<file path="config.mk">
export PLATFORM = sky130hd
export DESIGN_NAME = gate_interlock
export DESIGN_NICKNAME = d
export VERILOG_FILES = /design/src/rtl/gi_pkg.sv /design/src/rtl/gi_sync.sv /design/src/rtl/gi_filter.sv /design/src/rtl/gi_arbiter.sv /design/src/rtl/gate_interlock.sv
export SDC_FILE = /design/constraint.sdc
export NUM_CORES = 1
export LEC_CHECK = 0
export BUFFER_PORTS_ARGS = -buffer_cell sky130_fd_sc_hd__buf_2
export CORE_UTILIZATION = 57
export CTS_CLUSTER_DIAMETER = 200
export DETAILED_ROUTE_END_ITERATION = 6
export GPL_ROUTABILITY_DRIVEN = 0
export HOLD_SLACK_MARGIN = 0.1
export MAX_ROUTING_LAYER = met4
export PLACE_DENSITY = 0.84
export REMOVE_ABC_BUFFERS = 1
export SLEW_MARGIN = 10
export SYNTH_ARGS = -nofsm -noshare
export SYNTH_HDL_FRONTEND = slang
export SYNTH_SLANG_ARGS = --single-unit
</file>
<file path="constraint.sdc">
create_clock -name clk -period 1.9 [get_ports clk]
set_clock_uncertainty 0.1 [all_clocks]
set_input_delay 0.095 -clock clk [delete_from_list [all_inputs] [get_ports clk]]
set_output_delay 0.095 -clock clk [all_outputs]
set_load 0.05 [all_outputs]
</file>
<file path="src/rtl/gi_pkg.sv">
package gi_pkg;
  typedef enum logic [1:0] {
    OWN_NONE = 2'd0,
    OWN_HI   = 2'd1,
    OWN_LO   = 2'd2
  } owner_e;
endpackage

</file>
<file path="src/rtl/gi_sync.sv">
module gi_sync #(
  parameter int W = 6
) (
  input  logic         clk,
  input  logic         rst_n,
  input  logic [W-1:0] d_i,
  output logic [W-1:0] q_o
);
  logic [W-1:0] meta_q, hold_q;

  always_ff @(posedge clk or negedge rst_n) begin
    if (!rst_n) begin
      meta_q <= '0;
      hold_q <= '0;
    end else begin
      meta_q <= d_i;
      hold_q <= meta_q;
    end
  end

  assign q_o = hold_q;
endmodule

</file>
<file path="src/rtl/gi_filter.sv">
module gi_filter #(
  parameter int N_FILT = 36
) (
  input  logic clk,
  input  logic rst_n,
  input  logic lvl_i,
  output logic lvl_o
);
  localparam int CW = $clog2(N_FILT + 1);

  logic [CW-1:0] run_q;
  logic          lvl_q;

  always_ff @(posedge clk or negedge rst_n) begin
    if (!rst_n) begin
      run_q <= '0;
      lvl_q <= 1'b0;
    end else if (lvl_i != lvl_q) begin
      if (run_q == CW'(N_FILT - 1)) begin
        lvl_q <= lvl_i;
        run_q <= '0;
      end else begin
        run_q <= run_q + 1'b1;
      end
    end else begin
      run_q <= '0;
    end
  end

  assign lvl_o = lvl_q;


  filt_level_chk: assert property (@(posedge clk) disable iff (!rst_n)
    (lvl_q != $past(lvl_q)) |-> ($past(lvl_i) == lvl_q));
endmodule

</file>
<file path="src/rtl/gi_arbiter.sv">
module gi_arbiter
  import gi_pkg::*;
#(
  parameter int N_DEAD = 48
) (
  input  logic clk,
  input  logic rst_n,
  input  logic hi_req_i,
  input  logic lo_req_i,
  input  logic trip_i,
  output logic hi_o,
  output logic lo_o
);
  localparam int DW = $clog2(N_DEAD + 1);

  owner_e        own_q;
  logic [DW-1:0] dead_q;
  logic          release_w;

  assign release_w = ((own_q == OWN_HI) && !hi_req_i) ||
                     ((own_q == OWN_LO) && !lo_req_i);

  always_ff @(posedge clk or negedge rst_n) begin
    if (!rst_n) begin
      own_q  <= OWN_NONE;
      dead_q <= '0;
    end else begin
      if (trip_i || release_w)
        dead_q <= DW'(N_DEAD);
      else if (dead_q != '0)
        dead_q <= dead_q - 1'b1;

      if (trip_i || release_w)
        own_q <= OWN_NONE;
      else if (own_q == OWN_NONE) begin
        if (hi_req_i && !lo_req_i)
          own_q <= OWN_HI;
        else if (lo_req_i && !hi_req_i)
          own_q <= OWN_LO;
      end
    end
  end

  assign hi_o = (own_q == OWN_HI) && (dead_q == '0) && !trip_i;
  assign lo_o = (own_q == OWN_LO) && (dead_q == '0) && !trip_i;

  // Checker state: consecutive cycles with both outputs off, saturating.
  logic [DW-1:0] idle_q;
  always_ff @(posedge clk or negedge rst_n) begin
    if (!rst_n)
      idle_q <= DW'(N_DEAD);
    else if (hi_o || lo_o)
      idle_q <= '0;
    else if (idle_q != DW'(N_DEAD))
      idle_q <= idle_q + 1'b1;
  end


  dead_gap_chk: assert property (@(posedge clk) disable iff (!rst_n)
    ($rose(hi_o) || $rose(lo_o)) |-> (idle_q == DW'(N_DEAD)));


  first_wins_chk: assert property (@(posedge clk) disable iff (!rst_n)
    ((own_q == OWN_HI) && hi_req_i && !trip_i) |=> (own_q == OWN_HI));


  tie_hold_chk: assert property (@(posedge clk) disable iff (!rst_n)
    ((own_q == OWN_NONE) && hi_req_i && lo_req_i) |=> !hi_o && !lo_o);
endmodule

</file>
<file path="src/rtl/gate_interlock.sv">
module gate_interlock #(
  parameter int N_LEGS = 3,
  parameter int N_FILT = 36,
  parameter int N_DEAD = 48
) (
  input  logic              clk,
  input  logic              rst_n,
  input  logic [N_LEGS-1:0] cmd_hi_i,
  input  logic [N_LEGS-1:0] cmd_lo_i,
  input  logic              trip_i,
  output logic [N_LEGS-1:0] gate_hi_o,
  output logic [N_LEGS-1:0] gate_lo_o
);
  localparam int NCH = 2 * N_LEGS;

  logic [NCH-1:0] sync_w, filt_w;

  gi_sync #(.W(NCH)) u_sync (
    .clk   (clk),
    .rst_n (rst_n),
    .d_i   ({cmd_lo_i, cmd_hi_i}),
    .q_o   (sync_w)
  );

  for (genvar c = 0; c < NCH; c++) begin : g_filt
    gi_filter #(.N_FILT(N_FILT)) u_filt (
      .clk   (clk),
      .rst_n (rst_n),
      .lvl_i (sync_w[c]),
      .lvl_o (filt_w[c])
    );
  end

  for (genvar l = 0; l < N_LEGS; l++) begin : g_leg
    gi_arbiter #(.N_DEAD(N_DEAD)) u_arb (
      .clk      (clk),
      .rst_n    (rst_n),
      .hi_req_i (filt_w[l]),
      .lo_req_i (filt_w[N_LEGS + l]),
      .trip_i   (trip_i),
      .hi_o     (gate_hi_o[l]),
      .lo_o     (gate_lo_o[l])
    );
  end


  no_shoot_chk: assert property (@(posedge clk) disable iff (!rst_n)
    (gate_hi_o & gate_lo_o) == '0);


  trip_resume_chk: assert property (@(posedge clk) disable iff (!rst_n)
    $past(trip_i) |-> ((gate_hi_o == '0) && (gate_lo_o == '0)));
endmodule

</file>
After elaboration in Yosys (flattened, before gate mapping)
Cells that the tools add are included.
{"block": "op_classes", "addsub": 9, "eq_ne": 18, "muxes": 30, "reduce_logical": 64}
{"cell": "$mux 6", "n": 18}
{"cell": "$add 6x1->6 const B", "n": 6}
{"cell": "$eq 6x6->1 const B", "n": 6}
{"cell": "$logic_and 1x1->1", "n": 24}
{"cell": "$mux 2", "n": 12}
{"cell": "$logic_not 6->1", "n": 3}
{"cell": "$reduce_and 2->1", "n": 9}
{"cell": "$reduce_bool 6->1", "n": 3}
{"cell": "$sub 6x1->6 const B", "n": 3}
{"cell": "$reduce_bool 2->1", "n": 6}
{"cell": "$reduce_bool 3->1", "n": 3}
{"cell": "$logic_not 1->1", "n": 7}
{"cell": "$eq 2x1->1 const B", "n": 3}
{"cell": "$eq 2x2->1 const B", "n": 3}
{"cell": "$logic_not 2->1", "n": 3}
{"cell": "$logic_or 1x1->1", "n": 6}
{"cell": "$ne 1x1->1", "n": 6}
{"block": "totals", "ff_bits": 78, "in_bits": 9, "out_inout_bits": 6, "elab_cells": 141}

Depth between registers and ports, before layout
Gate-level depths: netlist (run 1).
{"block": "logic_depth", "depth_word": 6, "depth_mapped": 6, "ltp_nobuf": 5}

By module
Synthesis (run 1) repeated with hierarchy kept, for this count alone.
{"block": "hier_totals", "hier_cells": 309, "area_unflattened_um2": 3543.4}
{"module": "gi_filter", "n_inst": 6, "cells_each": 27, "area_each_um2": 316.6, "seq_area_each_um2": 175.2}
{"module": "gi_arbiter", "n_inst": 3, "cells_each": 45, "area_each_um2": 447.9, "seq_area_each_um2": 200.2}
{"module": "gi_sync", "n_inst": 1, "cells_each": 12, "area_each_um2": 300.3, "seq_area_each_um2": 300.3}

Least setup slack after synthesis (run 1)
Ideal clock, no wire load.
{"block": "synth_timing", "path_kind": "reg-to-output", "from": "register g_leg[0].u_arb.dead_q[2]", "to": "output gate_hi_o[0]", "arrival_time_ps": 1621, "required_ps": 1705, "path_slack_ps": 84, "stages_incl_launch_ff": 6, "n_path_buf": 2, "cell_sequence": "dfrtp_1 > or3_1 > buf_2 > or2_4 > nor4b_4 > buf_4"}
{"block": "synth_via", "elab_chain_cells": 3}
{"item": "from (decl)", "line": "gi_arbiter.sv:17", "text": "logic [DW-1:0] dead_q;"}
{"item": "from (signal assigned)", "line": "gi_arbiter.sv:29", "text": "dead_q <= DW'(N_DEAD);"}
{"item": "from (signal assigned)", "line": "gi_arbiter.sv:31", "text": "dead_q <= dead_q - 1'b1;"}
{"item": "$logic_not 6->1", "line": "gi_arbiter.sv:44", "text": "assign hi_o = (own_q == OWN_HI) && (dead_q == '0) && !trip_i;"}
{"item": "$logic_and 1x1->1 (2 in series)", "line": "gi_arbiter.sv:44"}
{"item": "to (decl)", "line": "gate_interlock.sv:11", "text": "output logic [N_LEGS-1:0] gate_hi_o,"}
Every way passes these cells.

Worst setup path after layout (run 1)
Ends and elaborated chain as after synthesis.

==> impl_metrics.csv, run 1 <==
group,metric,value,unit
run_status,status,"complete, but fails checks",
run_status,violations,"negative setup slack",
die,die_area,0.006801,mm^2
detailed_routing,drtIter0Drc,107,
sta,period_needed,2.014,ns
logic_synthesis,synth_edf_count,0,
power,ir_worst_vdd,607.5,uV
clocking,cts_buffer_depth,2,
critical_path,start_kind,"flip-flop",
die,core,0.006096,mm^2
critical_path,worstPathRequired,1.70,ns
die,initial_core_util,60.55,%
global_routing,grt_max_degree,48,
sta,hold_viol,0,
logic_synthesis,synth.distinct_cells,39,
logic_synthesis,synth.avg_cell_area,10.67,um^2
critical_path,cp_slowest_cell,"dfrtp_1",
logic_synthesis,synth-async-reset-ratio,100.0,%
clocking,clk_latency,0.34,ns
sta,setup_violations,3,
sta,finalMaxSlewViolations,0,
place,post-place-ws,0.1196,ns
sta,totalNegativeSetupSlack,-0.2243,ns
power,power_density,817.6,mW/mm^2
logic_synthesis,synth_ff_type,"dfrtp_1",
detailed_routing,totalWireLength,6354,um
layout,multi_input_comb_area,0.001719,mm^2
place,place_area,0.003857,mm^2
sta,rsz0062_at_grt,"yes",
detailed_routing,drt_first_pass_iters,4,
layout,area_growth,16.68,%
layout,register_area,0.001953,mm^2
detailed_routing,routedWlPerCell,13.66,um
power,p_leak,1.863,nW
detailed_routing,drc,0,
global_routing,overflow,0,
logic_synthesis,yosys_warnings,0,
die,pin_count,15,
critical_path,arrival,1.82,ns
logic_synthesis,synth.ff_latch_count,78,
global_routing,antenna_found_initial,0,
die,die_w,82.47,um
place,dp_hpwl,4291,um
critical_path,path_class,"flip-flop to primary output",
clocking,cts_buffers,9,
layout,diodes,0,
die,die_h,82.47,um
die,fp-row-count,28,
clocking,cts_tree,"built",
detailed_routing,viasPerCell,5.708,
layout,drive_gt1_share,17.95,%
clocking,root_buffer,"clkbuf_8",
sta,worst_slack,-0.1135,ns
global_routing,grt_usage,22.71,%
logic_synthesis,netlist_area,0.003691,mm^2
sta,worst_pin_slew,0.5267,ns
min_path,hold_path.class,"input pin to asynchronous set/reset pin",
place,io_buffers,14,
global_routing,grt_pass1_vias,2716,
logic_synthesis,synth_seq_area_share,52.88,%
critical_path,cpPeakStageDelay,0.39,ns
sta,relSlewSlack,64.58,%
global_routing,grt_pass1_wl,11120,um
critical_path,r2r_setup_slack,0.20,ns
critical_path,critPathLaunch,"g_leg[0].u_arb.dead_q[2]",
run,drv_cap,0,
critical_path,end_kind,"primary output",
layout,stdcell_count,465,
layout,n_fill_cell,439,
detailed_routing,vias,2654,
clocking,clock-sinks,78,
layout,fin_util,70.65,%
sta,clock.fmax,496.6,MHz
critical_path,r2r-start,"g_filt[1].u_filt.lvl_o",
layout,design_area,0.004307,mm^2
clocking,htree_levels,3,
place,placedCellCount,432,
critical_path,crit_fanout,3,
logic_synthesis,syn_inst,346,
critical_path,cp_cell_sequence,"or3_4, or2_4, nor4b_4, buf_6",
detailed_routing,antenna_left,0,
clocking,clk_pin_slew_worst_paths,0.08,ns
sta,fin_crit_sh,106.0,%
layout,final_nets,409,
==> synthesized netlist by cell type (3+ instances only) <==
library cell | count | area [um^2]
a211o_1 | 3 | 26.28
nand2_1 | 9 | 33.78
ha_1 | 15 | 187.7
nand3_1 | 17 | 85.08
mux2_2 | 6 | 67.56
xnor2_1 | 8 | 70.07
xor2_1 | 16 | 140.1
and2_1 | 8 | 50.05
o21ai_0 | 17 | 85.08
o31ai_1 | 7 | 52.55
dfrtp_1 | 78 | 1952
nor4b_1 | 3 | 26.28
nor2_1 | 38 | 142.6
nor3b_1 | 5 | 37.54
nor4_1 | 5 | 31.28
nor3_1 | 19 | 95.09
a311o_1 | 3 | 30.03
a21oi_1 | 18 | 90.09
o21a_1 | 3 | 22.52
inv_1 | 11 | 41.29
nand2b_1 | 19 | 118.9
buf_4 | 6 | 45.04
or3_1 | 10 | 62.56
==> layout by cell type, fill, tap and decap left out, types with 9 or more instances in the layout <==
cell and n:
a21oi_1 18, nand3_1 17, nand2b_1 17, dfrtp_1 77, o21ai_0 17, buf_4 19
or3_1 9, nand2_1 9, xor2_1 16, ha_1 13, nor3_1 17, nor2_1 38
clkbuf_8 10
==> state kept, by name, indices dropped and copies added (netlist names) <==
signal,cells
g_filt.u_filt.lvl_o,6
g_filt.u_filt.run_q,36
g_leg.u_arb.dead_q,18
g_leg.u_arb.own_q,6
u_sync.meta_q,6
u_sync.q_o,6
==> critical path: cells and delay by family, from the launching register on <==
kind / cells / cell delay, ns
buffers and inverters: 1 / 0.19
flip-flops: 1 / 0.39
AND/OR/NAND/NOR: 3 / 0.91
==> power by group <==
| part | internal (mW) | switching [mW] |
|---|---|---|
| combinational | 0.213 | 0.235 |
| clock | 0.638 | 0.583 |
| sequential | 1.76 | 0.0969 |
| total | 2.61 | 0.915 |
==> logic make-up (layout without fill, tap and decap cells) <==
family	after synthesis	after routing	synth area share (%)
compound gates	56	56	9.457
xor+xnor	24	24	5.695
fa+ha+maj	15	15	5.085
buf+inv	20	64	2.678
flops	78	78	52.88
mux	6	6	1.830
simple gates	147	147	22.37
==> path summary, 6_finish.rpt <==
check / endpoint / cells past startpoint
worst max-delay path: gate_hi_o[0] / 4
worst min-delay path: g_leg[1].u_arb.dead_q[4] / 2
worst max register to register: g_leg[1].u_arb.own_q[0] / 3
worst min register to register: u_sync.q_o[4] / 0
max in group asynchronous: u_sync.meta_q[4] / 3
min in group clk: u_sync.q_o[4] / 0
==> what timing repair did <==
action	in CTS	in global routing
hold buffers	8	0
pin swaps	6	0
buffers inserted	8	1
hold endpoints to repair	85	0
endpoints found under the setup margin	6	6
gates resized for setup	20	6
==> per-layer routing <==
metal  routed length (um)  up-vias  track usage, %  part of all wire (%)
li1                     -     1298               -                     -
met1                 2782     1305           23.28                    44
met2                 3279       39           40.66                    52
met3                  185       12           7.253                   2.9
met4                  107        0           7.895                   1.7
met5                    0        -               -                     0
==> area by class of cell <==
type / instances / share of cell area (%)
tap: 75 / 2.179
inverter: 11 / 0.9587
clock inverter: 6 / 1.424
timing repair buffer: 37 / 6.973
multi-input combinational: 248 / 39.92
clock buffer: 10 / 3.196
sequential: 78 / 45.35
==> metrics by stage <==
| stage | hold slack, ns | power (mW) |
|---|---|---|
| 2_1_floorplan | -0.3006 | 2.102 |
| 6_report | 0.1229 | 3.521 |
| 4_1_cts | 0.1302 | 3.549 |
| 3_5_place_dp | -0.04351 | 2.245 |
| 3_3_place_gp | -0.04550 | 2.219 |
| 5_1_grt | 0.1728 | 3.694 |
No activity file was read; power rests on OpenSTA's default activity.
==> run 2, diff against run 1 <==
--- a/config.mk
+++ b/config.mk
@@ -6,13 +6,13 @@
 export NUM_CORES = 1
 export LEC_CHECK = 0
 export BUFFER_PORTS_ARGS = -buffer_cell sky130_fd_sc_hd__buf_2
-export CORE_UTILIZATION = 57
+export CORE_UTILIZATION = 45
 export CTS_CLUSTER_DIAMETER = 200
 export DETAILED_ROUTE_END_ITERATION = 6
 export GPL_ROUTABILITY_DRIVEN = 0
 export HOLD_SLACK_MARGIN = 0.1
 export MAX_ROUTING_LAYER = met4
-export PLACE_DENSITY = 0.84
+export PLACE_DENSITY = 0.71
 export REMOVE_ABC_BUFFERS = 1
 export SLEW_MARGIN = 10
 export SYNTH_ARGS = -nofsm -noshare
==> run 2 against run 1 <==
Wire length is 1.7% higher. Sequential share of layout area is 0.23 points lower. The run still ends with negative setup slack left. Highest routed layer unchanged. Critical endpoint is now gate_lo_o[0]. Non-clock buffer count is 4 higher. Critical path type unchanged. Clock-buffer cell count is 1 higher. Combinational power hardly changed. Global-route usage is 5.5 points lower. First-iteration DRC count is 26% higher.
==> impl_metrics.csv, run 2 (same netlist as run 1, synthesis figures left out) <==
group,metric,value,unit
sta,period_needed,2.019,ns
sta,totalNegativeSetupSlack,-0.2531,ns
min_path,hold_path.class,"input pin to asynchronous set/reset pin",
sta,fin_crit_sh,106.3,%
place,place_area,0.003906,mm^2
critical_path,start_kind,"flip-flop",
critical_path,r2r-start,"g_filt[4].u_filt.lvl_o",
layout,largest_reg_flops,36,
critical_path,end_kind,"primary output",
detailed_routing,drc,0,
critical_path,worstPathRequired,1.70,ns
die,core,0.007848,mm^2
clocking,clock-sinks,78,
run_status,violations,"negative setup slack",
place,dp_hpwl,4331,um
clocking,cts_buffers,9,
detailed_routing,routedWlPerCell,13.06,um
clocking,cts_tree,"built",
die,die_h,92.57,um
global_routing,grt_max_degree,43,
detailed_routing,vias,2641,
critical_path,critPathLaunch,"g_leg[0].u_arb.dead_q[2]",
layout,stdcell_count,495,
die,fp-row-count,32,
detailed_routing,viasPerCell,5.335,
global_routing,grt_usage,17.25,%
layout,final_nets,413,
sta,rsz0062_at_grt,"yes",
detailed_routing,drt_first_pass_iters,4,
run,drv_cap,0,
sta,clock.fmax,495.2,MHz
sta,relSlewSlack,63.36,%
detailed_routing,antenna_left,0,
layout,design_area,0.004325,mm^2
layout,fin_util,55.12,%
clocking,htree_levels,3,
power,power_density,780.8,mW/mm^2
layout,regMostFlops,"g_filt.u_filt.run_q",
place,io_buffers,14,
critical_path,crit_fanout,3,
layout,n_fill_cell,677,
layout,area_growth,17.19,%
die,die_w,92.57,um
clocking,clk_pin_slew_worst_paths,0.08,ns
global_routing,grt_pass1_vias,2627,
detailed_routing,drtIter0Drc,135,
sta,setup_violations,4,
global_routing,grt_pass1_wl,11300,um
critical_path,arrival,1.82,ns
layout,final_common_cell,"dfrtp_1",
power,p_leak,1.868,nW
critical_path,path_class,"flip-flop to primary output",
power,ir_worst_vdd,531.5,uV
layout,reg.largest.list,"g_filt.u_filt.run_q (36), g_leg.u_arb.dead_q (18)",
sta,hold_ws,0.1805,ns
place,placedCellCount,461,
clocking,cts_buffer_depth,2,
run_status,status,"complete, but fails checks",
global_routing,antenna_found_initial,0,
clocking,root_buffer,"clkbuf_8",
global_routing,overflow,0,
layout,drive_gt1_share,18.83,%
detailed_routing,totalWireLength,6464,um
die,initial_core_util,47.03,%
sta,finalMaxSlewViolations,0,
die,pin_count,15,
layout,diodes,0,
clocking,clk_latency,0.35,ns
sta,worst_pin_slew,0.5496,ns
sta,worst_slack,-0.1194,ns
die,die_area,0.008568,mm^2
layout,final_cell_mix,"dfrtp_1, nor2_1, buf_4, a21oi_1",
sta,hold_viol,0,
## run 2: changes by cell type in the layout (fill, tap and decap cells not counted), sizes merged
cell	delta
clkinvlp	-1
buf	+4
bufinv	-1
clkbuf	+1
## run 2: final timing paths
kind / endpoint / slack [ns] / cells past startpoint
max: gate_lo_o[0] / -0.12 / 4
min: g_leg[0].u_arb.dead_q[5] / 0.18 / 2
max reg2reg: g_leg[1].u_arb.own_q[0] / 0.26 / 4
min reg2reg: u_sync.q_o[0] / 0.24 / 0
max in group asynchronous: g_filt[4].u_filt.run_q[1] / 0.93 / 3
min in group clk: u_sync.q_o[0] / 0.24 / 0
## run 2: cell type report
class	instances	area, um^2	share of cell area, %
sequential	78	1952	45.13
inverter	11	41.29	0.9546
tap	102	127.6	2.951
multi-input combinational	248	1713	39.60
timing repair buffer	41	326.6	7.550
clock buffer	11	141.4	3.269
clock inverter	4	23.77	0.5496
## run 2: report_power, final
part           switching (mW)  total, mW  leakage, nW  internal (mW)
Clock                   0.579       1.08       0.0889          0.499
Sequential             0.0987       1.85         1.01           1.76
Combinational           0.229      0.445        0.772          0.216
## run 2: layer usage
metal	routed length (um)	vias to the layer above	global-route usage (%)	part of all wire [%]
met3	252	7	5.419	3.9
met2	3142	56	28.83	49
met5	0	-	-	0
li1	-	1300	-	-
met4	83	0	5.729	1.3
met1	2985	1278	19.67	46
## run 2: worst max-delay path, cell delays in order, from the launching register on
cell and delay, ns:
dfrtp_1 0.39, or3_4 0.39, or2_4 0.26, nor4b_2 0.21, buf_4 0.23
## run 2: metrics by stage
stage	worst slack (ns)	power, mW
CTS	-0.1366	3.405
floorplan	-0.9068	2.102
global placement	0.1507	2.228
global route	-0.1813	3.569
finish	-0.1194	3.377
detailed placement	0.09346	2.243
## run 2: timing repair
item | in CTS | in global routing
setup buffers | 7 | 4
endpoints found under the hold margin | 79 | 0
hold buffers | 8 | 0
pin swaps | 4 | 0
setup endpoints to repair | 6 | 6
cloned | 0 | 0
resized for setup | 19 | 6
==> run 3, diff against run 2 <==
--- a/config.mk
+++ b/config.mk
@@ -6,13 +6,15 @@
 export NUM_CORES = 1
 export LEC_CHECK = 0
 export BUFFER_PORTS_ARGS = -buffer_cell sky130_fd_sc_hd__buf_2
-export CORE_UTILIZATION = 45
+export CELL_PAD_IN_SITES_DETAIL_PLACEMENT = 0
+export CELL_PAD_IN_SITES_GLOBAL_PLACEMENT = 2
+export CORE_UTILIZATION = 41
 export CTS_CLUSTER_DIAMETER = 200
 export DETAILED_ROUTE_END_ITERATION = 6
 export GPL_ROUTABILITY_DRIVEN = 0
 export HOLD_SLACK_MARGIN = 0.1
 export MAX_ROUTING_LAYER = met4
-export PLACE_DENSITY = 0.71
+export PLACE_DENSITY = 0.89
 export REMOVE_ABC_BUFFERS = 1
 export SLEW_MARGIN = 10
 export SYNTH_ARGS = -nofsm -noshare
==> run 3 against run 2 <==
The flow still finishes with violations (negative setup slack). Critical path depth unchanged. Clock power is 19% higher. Non-clock buffer count up 11. Via count rose by 2.2%. Combinational power grew 14%. Critical endpoint unchanged. Setup slack improved by 0.013 ns. First-iteration DRC count fell by 21%. Power is 7.6% higher. Die area increased by 9.5%. Sequential power hardly changed. Register-to-register slack barely moved. Highest routed layer unchanged.
==> impl_metrics.csv, run 3 (same netlist as run 1, synthesis figures left out) <==
group,metric,value,unit
run_status,status,"complete, but fails checks",
die,fp-row-count,34,
die,core,0.008721,mm^2
layout,final_nets,424,
sta,worst_slack,-0.1059,ns
detailed_routing,drc,0,
sta,setup_violations,2,
power,clkPwrFrac,35.1,%
power,p_int,2.691,mW
place,io_buffers,14,
layout,reg.largest.list,"g_filt.u_filt.run_q (36), g_leg.u_arb.dead_q (18)",
critical_path,path_buf_inv,1,
sta,rsz0062_at_grt,"yes",
layout,final_common_cell,"dfrtp_1",
layout,largest_reg_flops,36,
clocking,clk_pin_slew_worst_paths,0.08,ns
power,p_sw,0.9432,mW
clocking,cts_buffer_depth,2,
sta,worst_pin_slew,0.7869,ns
min_path,hold_path.class,"input pin to asynchronous set/reset pin",
power,power_density,802.0,mW/mm^2
detailed_routing,drtIter0Drc,106,
layout,regMostFlops,"g_filt.u_filt.run_q",
detailed_routing,viasPerCell,5.261,
clocking,cts_tree,"built",
global_routing,grt_max_degree,40,
global_routing,grt_pass1_wl,11660,um
place,placedCellCount,470,
critical_path,critPathLaunch,"g_leg[0].u_arb.dead_q[2]",
clocking,clk_latency,0.34,ns
layout,area_growth,22.75,%
die,initial_core_util,42.32,%
global_routing,grt_usage,15.73,%
global_routing,grt_pass1_vias,2547,
sta,relSlewSlack,47.36,%
detailed_routing,routedWlPerCell,13.22,um
critical_path,start_kind,"flip-flop",
critical_path,crit_fanout,3,
critical_path,path_class,"flip-flop to primary output",
global_routing,overflow,0,
power,power.share.switching,25.96,%
clocking,clock-sinks,78,
sta,fin_crit_sh,105.6,%
power,seqPwrFrac,50.9,%
critical_path,cp_top_family,"simple AND/OR/NAND/NOR gates",
critical_path,end_kind,"primary output",
layout,diodes,0,
layout,n_fill_cell,778,
power,ir_worst_vdd,358.0,uV
die,die_w,96.88,um
critical_path,cp_cell_sequence,"or3_4, or2_4, nor4b_2, buf_4",
critical_path,arrival,1.81,ns
critical_path,cp_slowest_cell,"or3_4",
critical_path,worstPathRequired,1.70,ns
layout,final_cell_mix,"dfrtp_1, nor2_1, buf_4, a21oi_1",
detailed_routing,totalWireLength,6782,um
sta,period_needed,2.006,ns
detailed_routing,antenna_left,0,
layout,stdcell_count,513,
clocking,cts_buffers,9,
run,drv_cap,0,
power,pwr-share-comb,14.0,%
place,dp_hpwl,4397,um
sta,finalMaxSlewViolations,0,
detailed_routing,drt_first_pass_iters,5,
clocking,htree_levels,3,
sta,hold_viol,0,
clocking,root_buffer,"clkbuf_8",
die,pin_count,15,
global_routing,antenna_found_initial,0,
place,post-place-ws,0.1329,ns
sta,clock.fmax,498.5,MHz
die,die_area,0.009386,mm^2
run_status,violations,"negative setup slack",
power,p_leak,1.953,nW
detailed_routing,vias,2699,
critical_path,cpPeakStageDelay,0.39,ns
critical_path,r2r-start,"g_filt[4].u_filt.lvl_o",
layout,drive_gt1_share,21.98,%
die,die_h,96.88,um
==> run 3: changes by cell type in the layout (fill, tap and decap cells not counted), moves of 2 or more <==
cell / before / now
ha_4: 0 / 2
nor4b_4: 1 / 3
nand2b_1: 17 / 15
buf_4: 24 / 31
buf_6: 1 / 4
nand2b_4: 2 / 4
nor4b_2: 4 / 2
clkinv_2: 3 / 1
==> run 3: worst paths after layout <==
path,endpoint,slack [ns],cells after the start
hold reg to reg,u_sync.q_o[4],0.24,0
setup / recovery,gate_lo_o[0],-0.11,4
max in group asynchronous,g_leg[0].u_arb.own_q[0],0.32,3
setup reg to reg,g_leg[1].u_arb.own_q[0],0.25,4
hold / removal,g_filt[1].u_filt.run_q[3],0.19,3
min in group clk,u_sync.q_o[4],0.24,0
==> run 3: layout make-up <==
cell class / count / area (um^2) / share of cell area, %
Sequential cell: 78 / 1953 / 43.11
Multi-Input combinational cell: 248 / 1777 / 39.22
Timing Repair Buffer: 52 / 422.9 / 9.334
Clock buffer: 13 / 158.9 / 3.507
Tap cell: 108 / 135.1 / 2.983
Clock inverter: 3 / 42.54 / 0.9390
Inverter: 11 / 41.29 / 0.9113
==> run 3: worst reg2reg max path, delay by kind of cell (launching register included) <==
kind	cells	cell delay, ns
AOI/OAI and AO/OA	1	0.14
adders and majority gates	1	0.28
buffers and inverters	1	0.06
DFF	1	0.40
and+or+nand+nor	1	0.61
==> run 3: routing by layer <==
metal  vias up  GRT usage [%]  share of wire [%]
met1      1324          20.09                 48
met4         0          6.315                1.5
met2        43          24.00                 47
met5         -              -                  0
li1       1322              -                  -
met3        10          3.974                2.7
==> run 3: power groups by stage <==
stage / Combinational (mW) / Sequential [mW] / Clock [mW]
6_report: 0.509 / 1.85 / 1.28
3_5_place_dp: 0.375 / 1.88 / 0
4_1_cts: 0.437 / 1.84 / 1.31
5_1_grt: 0.574 / 1.86 / 1.37
2_1_floorplan: 0.240 / 1.86 / 0
3_3_place_gp: 0.370 / 1.87 / 0
==> run 3: per-stage QoR <==
| step | power (mW) | utilization [%] | setup TNS (ns) | area (um^2) | hold WS [ns] |
|---|---|---|---|---|---|
| finish | 3.634 | 51.95 | -0.1832 | 4531 | 0.1919 |
| CTS | 3.587 | 49.87 | -0.2634 | 4349 | 0.2048 |
| global placement | 2.244 | 45.14 | 0 | 3936 | -0.1060 |
| floorplan | 2.102 | - | -3.822 | 3633 | -0.3006 |
| detailed placement | 2.251 | 45.14 | 0 | 3936 | -0.1078 |
| global route | 3.803 | 51.95 | -0.3731 | 4531 | 0.2208 |
==> run 3: timing repair <==
action,CTS,global route
hold endpoints to repair,85,0
setup buffers,6,12
hold buffers,9,0
pin swaps,3,7
resized for setup,17,20
endpoints found under the setup margin,6,6
